### config.mk
export PLATFORM = sky130hd
export DESIGN_NAME = rsv_bank
export DESIGN_NICKNAME = d
export VERILOG_FILES = /design/src/rtl/rsv_pkg.sv /design/src/rtl/rsv_entry.sv /design/src/rtl/rsv_pick.sv /design/src/rtl/rsv_bank.sv
export SDC_FILE = /design/constraint.sdc
export NUM_CORES = 1
export LEC_CHECK = 0
export ABC_AREA = 1
export BUFFER_PORTS_ARGS = -buffer_cell sky130_fd_sc_hd__buf_2
export CORE_MARGIN = 4
export CORE_UTILIZATION = 37
export DETAILED_ROUTE_END_ITERATION = 7
export PLACE_DENSITY_LB_ADDON = 0.25
export SYNTH_ARGS = -nofsm -noshare
export SYNTH_HDL_FRONTEND = slang
export SYNTH_SLANG_ARGS = --single-unit
export TNS_END_PERCENT = 10
### constraint.sdc
create_clock -name clk -period 2.7 [get_ports clk]
set_clock_uncertainty 0.2 [all_clocks]
set_input_delay 0.27 -clock clk [delete_from_list [all_inputs] [get_ports clk]]
set_output_delay 0.27 -clock clk [all_outputs]
set_load 0.01 [all_outputs]
### src/rtl/rsv_pkg.sv
package rsv_pkg;

    typedef enum logic [1:0] {
        ST_IDLE,
        ST_WAIT,
        ST_READY,
        ST_EXEC
    } ent_state_t;

endpackage

### src/rtl/rsv_entry.sv
module rsv_entry
    import rsv_pkg::*;
#(
    parameter int               DATA_W  = 64,
    parameter int               TAG_W   = 4,
    parameter logic [TAG_W-1:0] OWN_TAG = 1
) (
    input  logic              clk,
    input  logic              rst_n,
    input  logic              load,
    input  logic              in_op,
    input  logic [DATA_W-1:0] in_vj,
    input  logic [TAG_W-1:0]  in_qj,
    input  logic [DATA_W-1:0] in_vk,
    input  logic [TAG_W-1:0]  in_qk,
    input  logic              bus_valid,
    input  logic [TAG_W-1:0]  bus_tag,
    input  logic [DATA_W-1:0] bus_value,
    input  logic              grant,
    output logic              is_free,
    output logic              is_ready,
    output logic              is_exec,
    output logic              op_o,
    output logic [DATA_W-1:0] vj_o,
    output logic [DATA_W-1:0] vk_o,
    output logic [TAG_W-1:0]  qj_o,
    output logic [TAG_W-1:0]  qk_o
);

    ent_state_t        state, state_n;
    logic              op_q, op_n;
    logic [DATA_W-1:0] vj_q, vj_n, vk_q, vk_n;
    logic [TAG_W-1:0]  qj_q, qj_n, qk_q, qk_n;

    logic in_hit_j, in_hit_k, hit_j, hit_k, own_hit;

    // bus matches against the incoming operation and against held tags
    assign in_hit_j = bus_valid && (in_qj != '0) && (bus_tag == in_qj);
    assign in_hit_k = bus_valid && (in_qk != '0) && (bus_tag == in_qk);
    assign hit_j    = bus_valid && (qj_q  != '0) && (bus_tag == qj_q);
    assign hit_k    = bus_valid && (qk_q  != '0) && (bus_tag == qk_q);
    assign own_hit  = bus_valid && (bus_tag == OWN_TAG);

    always_comb begin
        state_n = state;
        op_n    = op_q;
        vj_n    = vj_q;
        vk_n    = vk_q;
        qj_n    = qj_q;
        qk_n    = qk_q;
        unique case (state)
            ST_IDLE: begin
                if (load) begin
                    op_n    = in_op;
                    vj_n    = in_hit_j ? bus_value : in_vj;
                    qj_n    = in_hit_j ? '0 : in_qj;
                    vk_n    = in_hit_k ? bus_value : in_vk;
                    qk_n    = in_hit_k ? '0 : in_qk;
                    state_n = (qj_n == '0 && qk_n == '0) ? ST_READY : ST_WAIT;
                end
            end
            ST_WAIT: begin
                if (hit_j) begin
                    vj_n = bus_value;
                    qj_n = '0;
                end
                if (hit_k) begin
                    vk_n = bus_value;
                    qk_n = '0;
                end
                if (qj_n == '0 && qk_n == '0) state_n = ST_READY;
            end
            ST_READY: begin
                if (grant) state_n = ST_EXEC;
            end
            ST_EXEC: begin
                if (own_hit) state_n = ST_IDLE;
            end
            default: state_n = ST_IDLE;
        endcase
    end

    always_ff @(posedge clk) begin
        if (!rst_n) begin
            state <= ST_IDLE;
            op_q  <= 1'b0;
            vj_q  <= '0;
            vk_q  <= '0;
            qj_q  <= '0;
            qk_q  <= '0;
        end else begin
            state <= state_n;
            op_q  <= op_n;
            vj_q  <= vj_n;
            vk_q  <= vk_n;
            qj_q  <= qj_n;
            qk_q  <= qk_n;
        end
    end

    always_comb begin
        is_free  = (state == ST_IDLE);
        is_ready = (state == ST_READY);
        is_exec  = (state == ST_EXEC);
        op_o     = op_q;
        vj_o     = vj_q;
        vk_o     = vk_q;
        qj_o     = qj_q;
        qk_o     = qk_q;
    end

endmodule

### src/rtl/rsv_pick.sv
module rsv_pick #(
    parameter int N = 3
) (
    input  logic         clk,
    input  logic         rst_n,
    input  logic [N-1:0] free,
    input  logic [N-1:0] ready,
    input  logic         accept,
    input  logic         unit_free,
    output logic [N-1:0] load_sel,
    output logic [N-1:0] grant,
    output logic         any_free
);

    // older[i][j] set: entry i was issued before entry j
    logic [N-1:0] older [N];
    logic [N-1:0] wins;

    always_comb begin
        load_sel = '0;
        for (int i = N - 1; i >= 0; i--) begin
            if (free[i]) load_sel = '0;
            if (free[i]) load_sel[i] = 1'b1;
        end
        any_free = |free;
    end

    always_comb begin
        for (int i = 0; i < N; i++) begin
            wins[i] = ready[i];
            for (int j = 0; j < N; j++) begin
                if (j != i && ready[j] && older[j][i]) wins[i] = 1'b0;
            end
        end
        grant = '0;
        for (int i = N - 1; i >= 0; i--) begin
            if (wins[i] && unit_free) begin
                grant    = '0;
                grant[i] = 1'b1;
            end
        end
    end

    always_ff @(posedge clk) begin
        if (!rst_n) begin
            for (int i = 0; i < N; i++) older[i] <= '0;
        end else if (accept) begin
            for (int k = 0; k < N; k++) begin
                if (load_sel[k]) begin
                    for (int j = 0; j < N; j++) begin
                        older[k][j] <= 1'b0;
                        if (j != k) older[j][k] <= 1'b1;
                    end
                end
            end
        end
    end

endmodule

### src/rtl/rsv_bank.sv
module rsv_bank #(
    parameter int N        = 3,
    parameter int DATA_W   = 64,
    parameter int TAG_W    = 4,
    parameter int TAG_BASE = 1
) (
    input  logic              clk,
    input  logic              rst_n,
    input  logic              iss_valid,
    input  logic              iss_op,
    input  logic [DATA_W-1:0] iss_vj,
    input  logic [TAG_W-1:0]  iss_tj,
    input  logic [DATA_W-1:0] iss_vk,
    input  logic [TAG_W-1:0]  iss_tk,
    output logic              iss_ready,
    input  logic              bus_valid,
    input  logic [TAG_W-1:0]  bus_tag,
    input  logic [DATA_W-1:0] bus_value,
    input  logic              unit_free,
    output logic              disp_valid,
    output logic              disp_op,
    output logic [DATA_W-1:0] disp_a,
    output logic [DATA_W-1:0] disp_b,
    output logic [TAG_W-1:0]  disp_tag
);

    logic [N-1:0]             ent_free, ent_ready, ent_exec;
    logic [N-1:0]             load_sel, grant, ent_op;
    logic [N-1:0][DATA_W-1:0] ent_vj, ent_vk;
    logic [N-1:0][TAG_W-1:0]  ent_qj, ent_qk;
    logic                     any_free, accept;

    assign accept    = iss_valid && any_free;
    assign iss_ready = any_free;

    rsv_pick #(.N(N)) u_pick (
        .clk       (clk),
        .rst_n     (rst_n),
        .free      (ent_free),
        .ready     (ent_ready),
        .accept    (accept),
        .unit_free (unit_free),
        .load_sel  (load_sel),
        .grant     (grant),
        .any_free  (any_free)
    );

    for (genvar g = 0; g < N; g++) begin : g_ent
        rsv_entry #(
            .DATA_W  (DATA_W),
            .TAG_W   (TAG_W),
            .OWN_TAG (TAG_W'(TAG_BASE + g))
        ) u_ent (
            .clk       (clk),
            .rst_n     (rst_n),
            .load      (accept && load_sel[g]),
            .in_op     (iss_op),
            .in_vj     (iss_vj),
            .in_qj     (iss_tj),
            .in_vk     (iss_vk),
            .in_qk     (iss_tk),
            .bus_valid (bus_valid),
            .bus_tag   (bus_tag),
            .bus_value (bus_value),
            .grant     (grant[g]),
            .is_free   (ent_free[g]),
            .is_ready  (ent_ready[g]),
            .is_exec   (ent_exec[g]),
            .op_o      (ent_op[g]),
            .vj_o      (ent_vj[g]),
            .vk_o      (ent_vk[g]),
            .qj_o      (ent_qj[g]),
            .qk_o      (ent_qk[g])
        );
    end

    always_comb begin
        disp_valid = |grant;
        disp_op    = 1'b0;
        disp_a     = '0;
        disp_b     = '0;
        disp_tag   = '0;
        for (int i = 0; i < N; i++) begin
            if (grant[i]) begin
                disp_op  = ent_op[i];
                disp_a   = ent_vj[i];
                disp_b   = ent_vk[i];
                disp_tag = TAG_W'(TAG_BASE + i);
            end
        end
    end

endmodule

* Yosys cells after proc, flatten, opt, wreduce, memory -nomap -nowiden
Memory sizes are Yosys's and may differ from the RTL's. Index checks and enable logic that the tools add are counted.
Cells by class: eq/ne operators 38, mux-type cells 116, bitwise logic cells 15, reductions and logical operators 75
Operators by type and width (count):
- $mux 64 | 20
- $pmux 64 s2 | 6
- $mux 4 | 22
- $pmux 4 s2 | 6
- $mux 1 | 41
- $logic_and 1x1->1 | 36
- $eq 4x4->1 | 8
- $logic_not 4->1 | 8
- $reduce_bool 4->1 | 8
- $mux 2 | 13
- $ne 2x1->1 const B | 12
- $pmux 2 s4 | 3
- $reduce_and 3->1 | 6
- $mux 3 | 5
- $or 1x1->1 | 15
- $eq 2x2->1 const B | 6
- $ne 2x2->1 const B | 6
- $reduce_and 2->1 | 6
- $reduce_and 4->1 | 3
- $eq 4x2->1 const B | 2
- $eq 2x1->1 const B | 3
- $logic_not 2->1 | 3
- $reduce_bool 2->1 | 3
- $reduce_or 3->1 | 2
- $eq 4x1->1 const B | 1
Storage, ports and cells: register bits after elaboration 417, RAM bits 9, input port bits 210, output and inout bits 135, logic and storage cells 263, memories kept 1
Memories:
- u_pick.older | words 3, width 3, rd ports 3, clocked after Yosys merged registers in 0, write ports 3, RTL line rsv_pick.sv:16 | logic [N-1:0] older [N];

* Longest topological paths before layout
Gate-level depths: netlist of the first run.
word-level depth 12, gate-level depth with buffers 14, gate-level depth less buffers 12

* By module
Synthesis of the first run repeated with hierarchy kept, for this count alone.
Second synthesis, totals: cells, all modules 3551, area, all modules 23218.5 um^2
By module, submodules not included:
- rsv_entry at g_ent[1].u_ent | times used 1, cells an instance 967, area each 6642.6 um^2, seq. area each 2782.7 um^2
- rsv_entry at g_ent[0].u_ent | times used 1, cells an instance 967, area each 6636.4 um^2, seq. area each 2782.7 um^2
- rsv_entry at g_ent[2].u_ent | times used 1, cells an instance 967, area each 6628.9 um^2, seq. area each 2782.7 um^2
- rsv_bank | times used 1, cells an instance 604, area each 2961.6 um^2, seq. area each 0.0 um^2
- rsv_pick | times used 1, cells an instance 46, area each 349.1 um^2, seq. area each 180.2 um^2

* Worst setup path after synthesis of the first run
Ideal clock, no wire load.
kind flip-flop to output port, from register g_ent[0].u_ent.state[0], to output port disp_a[0], arrival time 1.834 ns, required time 2.230 ns, slack 0.396 ns, cell stages (with the launch flop) 12, path buffers 2, cell sequence dfxtp_1 inv_1 ha_1 nand2_1 nand3_1 a21oi_1 nand3_1 inv_1 clkbuf_1 clkbuf_1 nand2_1 nand3_1
On the way: cells in the longest elaborated chain, start to end 10, elaborated cells on any way between the ends 18, those cells by class eq/ne: 1; mux: 12; reduce/logical: 5
RTL lines:
- start: declaration | RTL line rsv_entry.sv:30 | ent_state_t state, state_n;
- start signal: assignment | RTL line rsv_entry.sv:92 | state <= state_n;
- $eq 2x2->1 * | RTL line rsv_entry.sv:103 | is_ready = (state == ST_READY);
- $logic_and 1x1->1 | RTL line rsv_pick.sv:32 | if (j != i && ready[j] && older[j][i]) wins[i] = 1'b0;
- $mux 1 (2 in series) | RTL line rsv_pick.sv:32
- $logic_and 1x1->1 | RTL line rsv_pick.sv:37 | if (wins[i] && unit_free) begin
- $mux 3 | RTL line rsv_pick.sv:37
- $mux 3 * | RTL line rsv_pick.sv:37
- $mux 64 (2 in series) | RTL line rsv_bank.sv:84 | if (grant[i]) begin
- $mux 64 * | RTL line rsv_bank.sv:84
- end: declaration | RTL line rsv_bank.sv:22 | output logic [DATA_W-1:0] disp_a,
Mark *: on every way between the ends. The rest lies on a longest branch, timed or not.

* Worst setup path in the final report of the first run
from register g_ent[0].u_ent.state[0], to output port disp_op
On the way: cells in the longest elaborated chain, start to end 10, elaborated cells on any way between the ends 18, those cells by class eq/ne: 1; mux: 12; reduce/logical: 5
RTL lines:
- $eq 2x2->1 * | RTL line rsv_entry.sv:103
- $logic_and 1x1->1 | RTL line rsv_pick.sv:32
- $mux 1 (2 in series) | RTL line rsv_pick.sv:32
- $logic_and 1x1->1 | RTL line rsv_pick.sv:37
- $mux 3 | RTL line rsv_pick.sv:37
- $mux 3 * | RTL line rsv_pick.sv:37
- $mux 1 (2 in series) | RTL line rsv_bank.sv:84
- $mux 1 * | RTL line rsv_bank.sv:84
- end: declaration | RTL line rsv_bank.sv:21 | output logic disp_op,
Marks and branches as above.

==> flow_summary_export.csv, run 1 <==
group,metric,value,unit
placed_design,gp_congestion,0.831,
job,maxCapViolations,0,
timing,setup_ws,-0.231,ns
cells_and_area,design_area,30700,sq um
global_route,grt_pass1_vias,24500,
worst_setup_path,crit_top_cell,"buf_4",
worst_setup_path,slowest_delay,0.36,ns
timing,slew_viol_final,0,
detailed_routing,wl_met3,6.92,mm
detailed_routing,vias_per_cell,5.46,
synth,synth-async-reset-ratio,0,%
timing,fmax,341,MHz
detailed_routing,ant_nets,0,
timing,period_minus_slack,2.93,ns
clock_tree,clock_latency,0.59,ns
worst_setup_path,crit_path_start_kind,"flip-flop",
detailed_routing,met1_length,41.4,mm
synth,ys_seq_elements,423,
clock_tree,cts_buffers,50,
cells_and_area,layout_commonest_cell,"nand2_1",
worst_setup_path,critPathKind,"flip-flop to primary output",
timing,slew-limit-headroom,21.7,%
cells_and_area,drive_gt1_share,19.2,%
global_route,overflow,0,
global_route,grt_pass1_wl,141,mm
detailed_routing,firstDrtPassIters,6,
detailed_routing,wl_met2,42.5,mm
synth,yosysWarnings,0,
power_and_ir_drop,power.leakage,0.0142,uW
synth,syn-cell-area,22600,sq um
worst_setup_path,rrSetupSlack,0.15,ns
clock_tree,clock_path_buffers,3,
worst_setup_path,r2r_start,"g_ent[0].u_ent.state[0]",
worst_hold_path,min_to,"g_ent[2].u_ent.vk_o[51]",
cells_and_area,area_growth,36.2,%
placed_design,dp.cells,4501,
global_route,grt_start_max_net_pins,102,
synth,synth-edff-count,6,
clock_tree,clkSinkCount,423,
timing,setup-tns-final,-19.60,ns
power_and_ir_drop,peakVddDrop,0.937,mV
floorplan,die-area,65000,sq um
worst_setup_path,worst-path-max-fanout,5,
worst_setup_path,required,2.23,ns
detailed_routing,route.detailed.drc,0,
detailed_routing,routed_wl,93.9,mm
cells_and_area,finalNonFillerCells,4788,
detailed_routing,dr_total_vias,26200,
placed_design,portBuffers,342,
detailed_routing,top_layer_used,"met4",
timing,period_share,109,%
power_and_ir_drop,power_density,1000,nW/um^2
clock_tree,htree_levels,2,
worst_setup_path,end_kind,"primary output",
worst_hold_path,hold_start,"iss_vk[51]",
worst_setup_path,crit_arrival,2.46,ns
clock_tree,cts-root-buf,"clkbuf_16",
worst_setup_path,reg2reg_depth,13,
timing,hold_violations,0,
synth,syn_avg_cell_area,6.33,sq um
detailed_routing,drtIter0Drc,2156,
synth,synth_flop_cell,"dfxtp_1",
worst_setup_path,path_cells,"inv_4, ha_4, nand2_1, nand3_1, a21oi_2, nand3_4, buf_4, buf_4, inv_8, buf_4, a221oi_2, a21oi_1, buf_2",
cells_and_area,fillers,5995,
synth,ys_types,37,
run_status,violations,"setup timing",
timing,rsz0062_at_grt,"true",
worst_setup_path,cp_slowest_cell,"dfxtp_4",
synth,synth_cells,3564,
clock_tree,clk_pin_slew,0.06,ns
floorplan,die_y,255,um
floorplan,core_area,60400,sq um
floorplan,die_w,255,um
clock_tree,cts_tree,"done",
cells_and_area,final_nets,4188,
timing,worst_slew_pin_slew,1.18,ns
floorplan,rows,90,
cells_and_area,final_cell_mix,"1,374 x nand2_1, 411 x dfxtp_1, 317 x o21ai_0",
floorplan,ios,345,
worst_setup_path,rr_endpoint,"g_ent[1].u_ent.vk_o[25]",
global_route,antenna_found_initial,1,
placed_design,place_area,25300,sq um
detailed_routing,wl_per_cell,19.6,um
placed_design,dp_slack,0.138,ns
run_status,status,"finished with violations",
placed_design,dp_hpwl,55.1,mm
worst_hold_path,min_path_type,"input pin to flip-flop",
synth,synth-seq-area-share,37.8,%
global_route,grt_usage,27.6,%
worst_hold_path,hold_path_depth,7,
timing,fin_hold_ws,0.0274,ns
floorplan,start_util,37.4,%
timing,setup_violations,130,
[kinds of logic after synthesis]
logic type                 share of synthesized area, %
adders and majority gates                         0.721
xor gates and xnor gates                         0.0388
DFF                                                37.8
other                                            0.0166
buffers and inverters                              9.31
AOI/OAI and AO/OA                                  23.3
and+or+nand+nor                                    28.9
[worst max path at each step]
stage / from / endpoint / slack [ns] / cells after the start
final: g_ent[0].u_ent.state[0] / disp_op / -0.23 / 13
after global routing: g_ent[1].u_ent.state[0] / disp_op / -0.32 / 11
after CTS: g_ent[1].u_ent.state[0] / disp_b[57] / -0.21 / 12
after detailed placement: g_ent[0].u_ent.state[0] / disp_b[63] / 0.14 / 10
after global placement: g_ent[0].u_ent.state[0] / disp_op / 0.16 / 9
after floorplan: g_ent[0].u_ent.state[0] / disp_a[0] / 0.40 / 11
[worst max-delay path: cells and delay by family, from the launching register on]
family,cells,cell delay [ns]
DFF,1,0.36
adders and majority gates,1,0.16
AOI/OAI and AO/OA,3,0.37
buffers and inverters,6,0.74
and+or+nand+nor,3,0.24
[cells in the mapped netlist, drive strengths merged, types with 2 or more instances]
master / n / area (sq um)
o41ai: 4 / 35.0
ha: 13 / 163
buf: 128 / 737
dfxtp: 417 / 8350
a21oi: 211 / 1080
o211ai: 30 / 225
inv: 215 / 812
o21ai: 527 / 2650
o22ai: 4 / 25.0
a31oi: 193 / 1210
clkbuf: 147 / 553
nor3: 2 / 15.0
nand2: 1436 / 5390
nand3: 181 / 933
edfxtp: 6 / 180
nand4: 3 / 18.8
nor2: 40 / 155
[power by group]
| part | internal [uW] | switching (uW) |
|---|---|---|
| registers | 8650 | 1310 |
| logic | 4830 | 8660 |
| clock network | 4540 | 2810 |
[layer usage]
layer	GRT usage (%)	vias to the layer above
met4	9.48	0
met2	45.2	1147
met1	38.0	12200
li1	-	12600
met3	3.35	188
met5	0	-
[area by class of cell]
class                      count  area (sq um)  share of cell area (%)
multi-input combinational   2652         12800                    41.6
antenna                        2          5.00                  0.0163
clock inverter                17           267                   0.867
clock buffer                  74          1520                    4.93
timing repair inverter         2          22.5                  0.0733
inverter                     215           853                    2.78
tap                          782           978                    3.18
sequential                   423          8540                    27.8
timing repair buffer         621          5760                    18.7
[state kept, by name, summed over array words and instances, names as in the netlist]
name,flops
g_ent.u_ent.qk_o,12
g_ent.u_ent.vj_o,192
g_ent.u_ent.vk_o,192
u_pick.older,6
g_ent.u_ent.qj_o,12
g_ent.u_ent.op_o,3
g_ent.u_ent.state,6
[timing repair]
item / in CTS / in global routing
hold endpoints to repair: 424 / 0
gates resized for setup: 243 / 108
setup endpoints to repair: 132 / 134
setup buffers: 25 / 5
hold buffers: 149 / 0
pin swaps: 44 / 25
cloned: 19 / 0
[metrics by stage]
stage,power [uW],utilization (%)
3_3_place_gp,21900,41.9
4_1_cts,30500,50.3
5_1_grt,32600,50.9
3_5_place_dp,22000,41.9
6_report,30800,50.9
2_1_floorplan,17400,-
Power figures use the tool's default switching activity.
==> run 2, diff against run 1 <==
--- a/config.mk
+++ b/config.mk
@@ -5,7 +5,6 @@
 export SDC_FILE = /design/constraint.sdc
 export NUM_CORES = 1
 export LEC_CHECK = 0
-export ABC_AREA = 1
 export BUFFER_PORTS_ARGS = -buffer_cell sky130_fd_sc_hd__buf_2
 export CORE_MARGIN = 4
 export CORE_UTILIZATION = 37
==> flow_summary_export.csv, run 2 <==
group,metric,value,unit
timing,slew-limit-headroom,27.3,%
global_route,antenna_found_initial,6,
placed_design,dp_hpwl,50.2,mm
cells_and_area,area_growth,42.0,%
worst_setup_path,reg2reg_depth,10,
synth,synth.top_cell.area_share,39.6,%
timing,rsz0062_at_grt,"true",
synth,yosys-top-cells-count,"417 x dfxtp_1, 409 x nand2_1, 395 x o21ai_0",
detailed_routing,wl_per_cell,23.1,um
worst_setup_path,rr_endpoint,"g_ent[0].u_ent.vk_o[24]",
power_and_ir_drop,peakVddDrop,0.631,mV
synth,synth_compound_area_share,30.6,%
placed_design,place_area,24100,sq um
clock_tree,clk_pin_slew,0.06,ns
detailed_routing,ant_nets,0,
cells_and_area,drive_gt1_share,25.2,%
global_route,grt_pass1_vias,22500,
synth,syn_avg_cell_area,8.76,sq um
cells_and_area,fin_util,53.0,%
synth,ys_seq_elements,423,
synth,yosys.area_share.adder,0.772,%
cells_and_area,fillers,4997,
synth,ys_types,59,
job,maxCapViolations,0,
synth,synthTopCellsByArea,"dfxtp_1 40%, mux2i_1 12%, o21ai_0 9.4%",
synth,synth_flop_cell,"dfxtp_1",
global_route,grt_usage,27.4,%
synth,synth-simple-area-share,9.61,%
placed_design,dp_slack,-0.0111,ns
synth,yosys.area.top_type,"dfxtp_1",
clock_tree,cts_buffers,49,
timing,hold_violations,0,
worst_setup_path,end_kind,"primary output",
detailed_routing,routed_wl,86.8,mm
global_route,overflow,0,
worst_hold_path,hold_start,"iss_valid",
floorplan,rows,87,
synth,synth-seq-area-share,40.5,%
cells_and_area,final_cell_mix,"413 x dfxtp_1, 397 x nand2_1, 329 x buf_2",
global_route,grt_start_max_net_pins,133,
detailed_routing,route.detailed.drc,0,
clock_tree,cts-root-buf,"clkbuf_16",
global_route,grt_pass1_wl,131,mm
floorplan,start_util,37.3,%
synth,synth_cells,2403,
timing,setup_violations,131,
cells_and_area,design_area,29900,sq um
power_and_ir_drop,power_density,942,nW/um^2
synth,synth-edff-count,6,
run_status,status,"finished with violations",
synth,yosysWarnings,0,
clock_tree,clock_path_buffers,3,
timing,worst_slew_pin_slew,1.09,ns
floorplan,die-area,60800,sq um
clock_tree,cts_tree,"done",
synth,syn-cell-area,21100,sq um
worst_hold_path,min_path_type,"input pin to flip-flop",
timing,fmax,323,MHz
worst_setup_path,worst-path-max-fanout,38,
worst_hold_path,min_to,"u_pick.older[0][1]",
worst_setup_path,crit_arrival,2.62,ns
worst_setup_path,critPathKind,"flip-flop to primary output",
placed_design,gp_congestion,0.850,
synth,synth_xor_area_share,1.11,%
timing,slew_viol_final,0,
run_status,violations,"setup timing",
power_and_ir_drop,power.leakage,0.0128,uW
clock_tree,clock_latency,0.59,ns
power_and_ir_drop,power,28100,uW
synth,muxShareOfSynthArea,12.3,%
detailed_routing,firstDrtPassIters,6,
timing,setup_ws,-0.392,ns
worst_setup_path,required,2.23,ns
synth,yosysMostFrequentCell,"dfxtp_1",
floorplan,core_area,56400,sq um
detailed_routing,vias_per_cell,5.86,
synth,synth_top_family_by_area,"compound AO/OA/AOI/OAI gates",
placed_design,portBuffers,342,
worst_setup_path,r2r_start,"g_ent[0].u_ent.state[0]",
worst_hold_path,hold_path_depth,3,
cells_and_area,final_nets,3187,
clock_tree,clkSinkCount,423,
floorplan,ios,345,
cells_and_area,layout_commonest_cell,"dfxtp_1",
synth,synth-async-reset-ratio,0,%
worst_setup_path,crit_path_start_kind,"flip-flop",
floorplan,die_y,247,um
detailed_routing,dr_total_vias,22000,
timing,setup-tns-final,-31.33,ns
worst_setup_path,rrSetupSlack,0.11,ns
floorplan,die_w,247,um
clock_tree,htree_levels,2,
timing,period_minus_slack,3.09,ns
timing,period_share,115,%
detailed_routing,drtIter0Drc,1785,
run 2: cell types whose count changed after synthesis, moves of 128 or more:
cell	previous run	this run
a22oi_1	1	137
nand3_1	177	18
inv_1	206	14
a22o_1	1	193
a31oi_1	193	9
o21ai_1	208	6
a21oi_1	209	11
nand2_1	1436	409
o2bb2ai_1	0	128
mux2i_1	0	258
run 2: per-layer routing:
layer / GRT usage (%) / up-vias / wire length (um)
met4: 9.59 / 8 / 3010
met5: 0 / - / 55
met1: 35.1 / 10700 / 36300
met2: 46.4 / 1034 / 40700
met3: 4.85 / 230 / 6720
li1: - / 10000 / -
run 2: area by class of cell:
type / instances / area, sq um / area share [%]
diodes: 3 / 7.51 / 0.0251
clock buffers: 66 / 1380 / 4.62
clock inverters: 20 / 294 / 0.984
inverters: 15 / 56.3 / 0.188
multi-input cells: 1741 / 12300 / 41.2
flip-flops and latches: 423 / 8530 / 28.5
well taps: 756 / 946 / 3.16
repair buffers: 734 / 6370 / 21.3
run 2: kinds of logic after synthesis:
group | count (synthesis)
other | 1
multiplexers | 258
XOR/XNOR | 25
adder cells (fa/ha/maj) | 13
AND/OR/NAND/NOR | 509
flip-flops | 423
AO/OA/AOI/OAI | 934
buffers and inverters | 240
run 2: repair_timing:
item | in CTS | in global routing
hold buffers | 241 | 0
buffers inserted | 23 | 6
setup endpoints to repair | 131 | 186
cloned | 19 | 1
pin swaps | 23 | 23
resized for setup | 268 | 67
hold endpoints to repair | 409 | 0
run 2: where the power goes:
part           switching (uW)  internal, uW
clock                    2780          4250
combinational            7120          4970
sequential               1050          7980
run 2: worst max-delay path by stage:
stage	from	to	slack [ns]
5_1_grt	g_ent[0].u_ent.state[0]	disp_a[59]	-0.44
2_1_floorplan	g_ent[0].u_ent.state[0]	disp_a[53]	0.04
4_1_cts	g_ent[0].u_ent.state[0]	disp_a[39]	-0.29
6_report	g_ent[0].u_ent.state[0]	disp_a[59]	-0.39
3_3_place_gp	g_ent[1].u_ent.state[0]	disp_b[50]	0.07
3_5_place_dp	g_ent[1].u_ent.state[0]	disp_b[51]	-0.01
run 2: critical path, stage by stage, from the launching register on:
cell	delay [ns]
dfxtp_2	0.34
inv_2	0.05
ha_4	0.17
a22oi_2	0.20
and3_4	0.27
buf_12	0.26
a22oi_1	0.14
o21ai_0	0.32
buf_2	0.20
run 2: stage by stage:
| stage | hold slack (ns) | std cells |
|---|---|---|
| finish | 0.0342 | 3758 |
| CTS | 0.00518 | 3756 |
| floorplan | 0.214 | 2404 |
| global route | 0.0345 | 3755 |
| detailed placement | 0.242 | 3388 |
| global placement | 0.234 | 3388 |
